--- config.mk ---
export PLATFORM = sky130hd
export DESIGN_NAME = dp_alu
export DESIGN_NICKNAME = d
export VERILOG_FILES = /design/src/rtl/dp_alu_pkg.sv /design/src/rtl/dp_alu_adder.sv /design/src/rtl/dp_alu_logic.sv /design/src/rtl/dp_alu.sv
export SDC_FILE = /design/constraint.sdc
export NUM_CORES = 1
export LEC_CHECK = 0
export BUFFER_PORTS_ARGS = -buffer_cell sky130_fd_sc_hd__buf_4
export CORE_MARGIN = 1
export CORE_UTILIZATION = 61
export CTS_BUF_LIST = sky130_fd_sc_hd__clkbuf_4 sky130_fd_sc_hd__clkbuf_8
export CTS_CLUSTER_SIZE = 28
export DETAILED_ROUTE_END_ITERATION = 6
export PLACE_DENSITY = 0.9
export SETUP_SLACK_MARGIN = 0.15
export SYNTH_ARGS = -nofsm -noshare
export SYNTH_HDL_FRONTEND = slang
export SYNTH_HIERARCHICAL = 1
export SYNTH_SLANG_ARGS = --single-unit
--- constraint.sdc ---
create_clock -name clk -period 8.9 [get_ports clk]
set_input_delay 0.89 -clock clk [delete_from_list [all_inputs] [get_ports clk]]
set_output_delay 0.89 -clock clk [all_outputs]
set_load 0.02 [all_outputs]
--- src/rtl/dp_alu_pkg.sv ---
package dp_alu_pkg;

    localparam int DATA_W = 32;
    localparam int OP_W   = 5;

    typedef enum logic [OP_W-1:0] {
        OP_AND  = 5'd0,
        OP_EOR  = 5'd1,
        OP_SUB  = 5'd2,
        OP_RSB  = 5'd3,
        OP_ADD  = 5'd4,
        OP_ADC  = 5'd5,
        OP_SBC  = 5'd6,
        OP_RSC  = 5'd7,
        OP_TST  = 5'd8,
        OP_TEQ  = 5'd9,
        OP_CMP  = 5'd10,
        OP_CMN  = 5'd11,
        OP_ORR  = 5'd12,
        OP_ORN  = 5'd13,
        OP_MOV  = 5'd14,
        OP_BIC  = 5'd15,
        OP_MVN  = 5'd16,
        OP_MOVT = 5'd17,
        OP_ADR  = 5'd18
    } alu_op_e;

    typedef enum logic [2:0] {
        CLS_NONE,
        CLS_LOGIC,
        CLS_ARITH,
        CLS_ADDR
    } op_class_e;

    typedef struct packed {
        logic n;
        logic z;
        logic c;
        logic v;
    } nzcv_t;

endpackage

--- src/rtl/dp_alu_adder.sv ---
module dp_alu_adder #(
    parameter int W = 32
) (
    input  logic [W-1:0] x_i,
    input  logic [W-1:0] y_i,
    input  logic         cin_i,
    output logic [W-1:0] sum_o,
    output logic         cout_o,
    output logic         ovf_o
);
    logic [W:0] full;

    always_comb begin
        full   = {1'b0, x_i} + {1'b0, y_i} + {{W{1'b0}}, cin_i};
        sum_o  = full[W-1:0];
        cout_o = full[W];
        // signed overflow: like-signed inputs, result sign differs
        ovf_o  = (x_i[W-1] == y_i[W-1]) && (full[W-1] != x_i[W-1]);
    end
endmodule

--- src/rtl/dp_alu_logic.sv ---
module dp_alu_logic
    import dp_alu_pkg::*;
#(
    parameter int W = 32
) (
    input  alu_op_e      op_i,
    input  logic [W-1:0] x_i,
    input  logic [W-1:0] y_i,
    input  logic [W-1:0] old_dest_i,
    output logic [W-1:0] res_o
);
    localparam int HALF = W / 2;

    always_comb begin
        unique case (op_i)
            OP_AND, OP_TST: res_o = x_i & y_i;
            OP_EOR, OP_TEQ: res_o = x_i ^ y_i;
            OP_ORR:         res_o = x_i | y_i;
            OP_ORN:         res_o = x_i | ~y_i;
            OP_BIC:         res_o = x_i & ~y_i;
            OP_MOV:         res_o = y_i;
            OP_MVN:         res_o = ~y_i;
            OP_MOVT:        res_o = {y_i[HALF-1:0], old_dest_i[HALF-1:0]};
            default:        res_o = '0;
        endcase
    end
endmodule

--- src/rtl/dp_alu.sv ---
module dp_alu
    import dp_alu_pkg::*;
#(
    parameter int W = DATA_W
) (
    input  logic         clk,
    input  logic         rst_n,
    input  logic [4:0]   op_i,
    input  logic         set_flags_i,
    input  logic [W-1:0] opa_i,
    input  logic [W-1:0] opb_i,
    input  logic [W-1:0] old_dest_i,
    input  logic [W-1:0] pc_i,
    input  logic         adr_up_i,
    input  logic         imm_form_i,
    input  logic         imm_rot_nz_i,
    input  logic         shift_carry_i,
    output logic [W-1:0] result_o,
    output logic         dest_we_o,
    output logic [W-1:0] flags_o
);
    localparam int LOW_W = W - 4;

    typedef struct packed {
        nzcv_t flg;
    } state_t;

    state_t    st_d, st_q;
    alu_op_e   op;
    op_class_e cls;

    logic [W-1:0] add_x, add_y, add_sum, logic_res;
    logic         add_cin, add_cout, add_ovf;
    logic [W-1:0] adr_base, adr_y, adr_sum;
    logic         adr_cin, adr_cout, adr_ovf;
    logic         is_test, upd_en, logic_c;

    assign op = alu_op_e'(op_i);

    dp_alu_adder #(.W(W)) u_arith (
        .x_i(add_x), .y_i(add_y), .cin_i(add_cin),
        .sum_o(add_sum), .cout_o(add_cout), .ovf_o(add_ovf)
    );

    dp_alu_adder #(.W(W)) u_addr (
        .x_i(adr_base), .y_i(adr_y), .cin_i(adr_cin),
        .sum_o(adr_sum), .cout_o(adr_cout), .ovf_o(adr_ovf)
    );

    dp_alu_logic #(.W(W)) u_logic (
        .op_i(op), .x_i(opa_i), .y_i(opb_i),
        .old_dest_i(old_dest_i), .res_o(logic_res)
    );

    // operand steering for the shared adder and the address adder
    always_comb begin
        add_x   = opa_i;
        add_y   = opb_i;
        add_cin = 1'b0;
        cls     = CLS_LOGIC;
        unique case (op)
            OP_ADD, OP_CMN: cls = CLS_ARITH;
            OP_ADC: begin
                cls     = CLS_ARITH;
                add_cin = st_q.flg.c;
            end
            OP_SUB, OP_CMP: begin
                cls     = CLS_ARITH;
                add_y   = ~opb_i;
                add_cin = 1'b1;
            end
            OP_SBC: begin
                cls     = CLS_ARITH;
                add_y   = ~opb_i;
                add_cin = st_q.flg.c;
            end
            OP_RSB: begin
                cls     = CLS_ARITH;
                add_x   = opb_i;
                add_y   = ~opa_i;
                add_cin = 1'b1;
            end
            OP_RSC: begin
                cls     = CLS_ARITH;
                add_x   = opb_i;
                add_y   = ~opa_i;
                add_cin = st_q.flg.c;
            end
            OP_ADR: cls = CLS_ADDR;
            OP_AND, OP_EOR, OP_TST, OP_TEQ, OP_ORR, OP_ORN,
            OP_MOV, OP_BIC, OP_MVN, OP_MOVT: cls = CLS_LOGIC;
            default: cls = CLS_NONE;
        endcase

        adr_base = {pc_i[W-1:2], 2'b00};
        adr_y    = adr_up_i ? opb_i : ~opb_i;
        adr_cin  = ~adr_up_i;
    end

    // result, write-enable and next flags
    always_comb begin
        is_test = (op == OP_TST) || (op == OP_TEQ) ||
                  (op == OP_CMP) || (op == OP_CMN);

        unique case (cls)
            CLS_ARITH: result_o = add_sum;
            CLS_ADDR:  result_o = adr_sum;
            CLS_LOGIC: result_o = logic_res;
            default:   result_o = '0;
        endcase

        dest_we_o = (cls != CLS_NONE) && !is_test;
        upd_en    = set_flags_i && ((cls == CLS_ARITH) || (cls == CLS_LOGIC));

        if (imm_form_i) logic_c = imm_rot_nz_i ? opb_i[W-1] : st_q.flg.c;
        else            logic_c = shift_carry_i;

        st_d = st_q;
        if (upd_en) begin
            st_d.flg.n = result_o[W-1];
            st_d.flg.z = (result_o == '0);
            st_d.flg.c = (cls == CLS_ARITH) ? add_cout : logic_c;
            st_d.flg.v = (cls == CLS_ARITH) ? add_ovf  : st_q.flg.v;
        end
    end

    always_ff @(posedge clk) begin
        if (!rst_n) st_q <= '0;
        else        st_q <= st_d;
    end

    assign flags_o = {st_q.flg.n, st_q.flg.z, st_q.flg.c, st_q.flg.v, {LOW_W{1'b0}}};

    // ---------------- assertions ----------------
    AST_RESET_CLEAR: assert property (@(posedge clk)
        !rst_n |=> (flags_o == '0)) else $error("reset clear");

    AST_FLAGS_HOLD: assert property (@(posedge clk) disable iff (!rst_n)
        !set_flags_i |=> $stable(flags_o)) else $error("flags hold");

    AST_ADR_NO_FLAGS: assert property (@(posedge clk) disable iff (!rst_n)
        (op_i == 5'd18) |=> $stable(flags_o)) else $error("adr flags");

    AST_NEG_ZERO: assert property (@(posedge clk) disable iff (!rst_n)
        (set_flags_i && op_i <= 5'd17) |=>
            (flags_o[W-1] == $past(result_o[W-1])) &&
            (flags_o[W-2] == ($past(result_o) == '0))) else $error("nz");

    AST_LOGIC_KEEPS_V: assert property (@(posedge clk) disable iff (!rst_n)
        (set_flags_i && cls == CLS_LOGIC) |=> $stable(flags_o[W-4]))
        else $error("logic v");

    AST_TEST_NO_WRITE: assert property (@(posedge clk) disable iff (!rst_n)
        (op_i >= 5'd8 && op_i <= 5'd11) |-> !dest_we_o) else $error("test we");

    AST_UNUSED_IDLE: assert property (@(posedge clk) disable iff (!rst_n)
        (op_i > 5'd18) |=> $stable(flags_o)) else $error("unused");

endmodule

* Word-level counts from Yosys, hierarchy flattened
Index checks and enable logic that the tools add are counted.
Operators by class: add/sub/neg operators 4, multiply operators 0, divide/modulo/power cells 0, $lt $le $gt $ge 0, equal/unequal tests 24, shifts and indexed selects 0, multiplexer cells 10, bitwise operators 8, reductions and logical operators 21
Operator list (count):
- $pmux W32 S8 | 1
- $pmux W32 S3 | 1
- $and A32 B32 Y32 | 2
- $mux W32 | 2
- $not A32 Y32 | 2
- $or A32 B32 Y32 | 2
- $pmux W32 S2 | 1
- $eq A5 B4 Y1 const B | 8
- $add A32 B32 Y33 | 1
- $add A33 B1 Y33 | 1
- $add A32 B1 Y32 | 1
- $add A32 B32 Y32 | 1
- $logic_not A32 Y1 | 1
- $xor A32 B32 Y32 | 1
- $eq A5 B3 Y1 const B | 4
- $eq A5 B5 Y1 const B | 3
- $eq A5 B2 Y1 const B | 2
- $reduce_or A10 Y1 | 1
- $reduce_or A3 Y1 | 3
- $reduce_or A8 Y1 | 1
- $eq A3 B2 Y1 const B | 2
- $pmux W2 S3 | 1
- $reduce_or A2 Y1 | 3
- $eq A5 B1 Y1 const B | 1
- 13 further kinds | 21
Storage, ports and cells: register bits 4, bits in latches 0, bits in writable memories 0, ROM bits 0, input bits 140, memories 0

* Depth between registers and ports, before layout
word-level depth 7, mapped depth 20

* Cells and area by module
The synthesis kept the hierarchy.
By module, submodules not included:
- dp_alu_adder | times used 2, cells an instance 238, area an instance 1744.2 um^2
- dp_alu | times used 1, cells an instance 381, area an instance 2346.0 um^2
- dp_alu_logic | times used 1, cells an instance 304, area an instance 2095.8 um^2

* Worst setup path before layout
No wires, ideal clock.
path type input to output, start input op_i[0], end output result_o[24], data arrival time 4.232 ns, required time 8.010 ns, path slack 3.778 ns, cell stages on the path 16, buffers on the path 1, cells stage by stage inv_1 -> nand4_1 -> and2_1 -> clkbuf_1 -> a21o_1 -> fa_1 -> fa_1 -> a21o_1 -> nand4_1 -> a211oi_2 -> nor4_4 -> o21ai_2 -> a311oi_2 -> xnor2_1 -> a222oi_1 -> nor2_1
Between the ends: cells in the longest elaborated chain, start to end 6, elaborated cells between the ends (all ways) 38, those cells by class add/sub (2); eq/ne (21); mux (6); reduce/logical (9)
RTL lines:
- start, declared | line dp_alu.sv:8 | input logic [4:0] op_i,
- $eq A5 B4 Y1 (tied with other cells) | line dp_alu.sv:61 | unique case (op)
- $reduce_or A3 Y1 (no source line) / $reduce_or A2 Y1 (equally long branches)
- $pmux W32 S2 * | line dp_alu.sv:61
- net add_y[0] | line dp_alu.sv:32 | logic [W-1:0] add_x, add_y, add_sum, logic_res;
- $add A32 B32 Y33 * | line dp_alu_adder.sv:14 | full = {1'b0, x_i} + {1'b0, y_i} + {{W{1'b0}}, cin_i};
- $add A33 B1 Y33 * | line dp_alu_adder.sv:14
- net add_sum[24] | line dp_alu.sv:32
- $pmux W32 S3 * | line dp_alu.sv:105 | unique case (cls)
- end, declared | line dp_alu.sv:18 | output logic [W-1:0] result_o,
Mark *: on every way through the listed nets, which the timed path passes. The rest lies on a longest branch.

* Worst setup path in the final report
start input op_i[4], end output result_o[28]
Same word-level chain as after synthesis.

==> metrics.md <==
| Metric | Value |
|---|---|
| Vias in the first global route | approximately 8600 |
| Full die area | 13400 sq um |
| Clock Tree Buf Depth | 2 |
| R2r endpoint | flags_o[30]$_SDFFE_PN0P_ |
| Largest fanout on the critical path | 65 |
| CTS resizes | 0 |
| Design area | 8900 sq um |
| Remaining Overflow, GRT | 0 |
| Max Slew Vio Count | 0 |
| Final hold slack | 0.475 ns |
| DP HPWL | 22.0 mm |
| Layout cells sized above 1 | 17.0% |
| Worst setup endpoint | result_o[28] |
| DR DRC count | 77 |
| Setup TNS | 0 ns |
| Critical path endpoint category | output port |
| Worst Skew | a little over 0.003 ns |
| R2r setup slk | between 4 and 5 ns |
| Power per cell area | 99.2 nW/um^2 |
| Post-Synthesis Cells | roughly 1200 |
| Worst EP required | 8.01 ns |
| Clock Pin Slew Worst Setup and Hold Paths | 0.04 ns |
| RSZ-0062 raised after global routing | false |
| First-pass GRT wire length | 44.1 mm |
| H-Tree Level Count | 1 |
| Normalized max-slew margin | 18.3% |
| Number of flip-flops in the largest register | 4 |
| Mapped cell area | 7890 sq um |
| Final Hold Fails | 0 |
| Failing checks | design-rule violations |
| Initial drt markers | 2118 |
| Worst hold-check path type | flop to flop |
| Largest net degree at the start of global routing | 66 |
| GPL Wtd Cong | 1.03 |
| Area grow syn2layout | 12.9% |
| Placement Setup Slack | between 2 and 3 ns |
| Max-cap violations | 0 |
| Tmin final | 6.58 ns |
| Critical Path Start Type | input pin |
| Arrival time of the worst setup path | approximately 5.7 ns |
| Die width | 116 um |
| Clk_lat worst skew | 0.22 ns |
| Syn Area/Cell | 6.84 sq um |
| Diode count | 0 |
| Post-DRT Antenna Nets | 0 |
| Drt total wl | about 29 mm |
| IO Port Bufs | 158 |
| Pre-Repair DR Iteration Count | 7 |
| # clock sinks | 4 |
| Die Ht | 116 um |
| I/O pins | 205 |
| # hold bufs at CTS | 0 |
| Finish-stage setup viols | 0 |
| CTS tree | done |
| CP Launch Point | op_i[4] |
| Pwr Total | a little under 900 uW |
| Outcome | finished, violations left |
| Register-to-Register Path Depth | 18 |
| Rows | a little over 40 |
| Final period util | 73.9% |
| DR WL/cell | 20.8 um |
| P_leak | between 4 and 5 nW |
| Synth warn | 6 |
| Max VDD drop | between 0.04 and 0.05 mV |
| CTS Buf Count | 3 |
| Vias per cell | slightly above 7 |
| Initial antenna violation count | 0 |
| Clock tree root buffer cell | clkbuf_8 |
| Critical path type | input pin to output port |
| Total number of vias | 10100 |
| Global Route Usage Sum | 41.7% |
| Setup ws final | 2.32 ns |
| R2r startpoint | flags_o[29]$_SDFFE_PN0P_ |
| Worst-margin pin slew | approximately 1.2 ns |
| Max Fclk | 152 MHz |
| Area after DPL | 8860 sq um |
| Core area | 12600 sq um |
| Layout Nets | around 1500 |
| Setup Buffers After CTS | 0 |
| Initial cell density of the core | 62.5% |
[power by group]
part / internal [mW] / total (mW) / switching [mW] / leakage (nW)
Sequential: 0.0193 / 0.0200 / 0.000718 / 0.0325
Combinational: 0.323 / 0.823 / 0.500 / 4.09
Clock: 0.0290 / 0.0398 / 0.0108 / 0.0216
[routing by layer]
metal / GRT usage [%] / part of all wire (%) / vias up
li1: - / - / 4526
met1: 56.1 / 38 / 4564
met2: 63.2 / 42 / 839
met3: 10.6 / 15 / 157
met4: 17.4 / 5.4 / 0
met5: 0 / 0 / -
[worst max-delay path, stage by stage]
cell,delay [ns]
buf_4,0.37
inv_1,0.18
nand4b_1,0.13
buf_4,0.52
o22ai_1,0.15
a21o_1,0.19
fa_1,0.49
fa_1,0.43
a21o_1,0.21
nand4_1,0.14
a211oi_2,0.12
nor4_4,0.44
o211ai_1,0.21
nand2_1,0.14
o311ai_1,0.21
a222oi_1,0.45
nor2_1,0.14
buf_4,0.23
[cell type report]
cell class	instances	area (sq um)
multi-input combinational	1050	7220
fill	1097	3720
timing repair buffer	171	1280
tap	172	215
sequential	4	80.1
inverter	16	60.1
clock buffer	3	41.3
[cells in the final DEF (no fill, tap or decap), types with 13 or more instances in the layout]
| master | n |
|---|---|
| a21o_1 | 93 |
| a21oi_1 | 90 |
| a222oi_1 | 32 |
| a22o_1 | 32 |
| a32oi_1 | 32 |
| buf_4 | 171 |
| conb_1 | 31 |
| ha_1 | 66 |
| inv_1 | 16 |
| nand2_1 | 139 |
| nand2b_1 | 39 |
| nand3_1 | 13 |
| nand3b_1 | 33 |
| nand4_1 | 18 |
| nor2_1 | 68 |
| nor2b_1 | 15 |
| nor3_1 | 13 |
| o211ai_1 | 42 |
| o21ai_0 | 34 |
| o21ai_1 | 30 |
| o22ai_1 | 32 |
| xnor2_1 | 70 |
| xor2_1 | 16 |
[metrics by stage]
step | std cells | util, %
4_1_cts | 1416 | 70.5
2_1_floorplan | 1183 | -
3_5_place_dp | 1413 | 70.2
5_1_grt | 1416 | 70.5
3_3_place_gp | 1413 | 70.2
6_report | 1416 | 70.5
[how the worst min path moves through the flow]
stage                                         from                        to  slack (ns)  depth (start not counted)
final                     flags_o[28]$_SDFFE_PN0P_  flags_o[28]$_SDFFE_PN0P_        0.48                          2
after global routing      flags_o[30]$_SDFFE_PN0P_  flags_o[30]$_SDFFE_PN0P_        0.49                          2
after detailed placement  flags_o[28]$_SDFFE_PN0P_  flags_o[28]$_SDFFE_PN0P_        0.47                          2
after floorplan           flags_o[28]$_SDFFE_PN0P_  flags_o[28]$_SDFFE_PN0P_        0.54                          2
after global placement    flags_o[28]$_SDFFE_PN0P_  flags_o[28]$_SDFFE_PN0P_        0.45                          2
after CTS                 flags_o[28]$_SDFFE_PN0P_  flags_o[28]$_SDFFE_PN0P_        0.48                          2
Power figures use the tool's default switching activity.
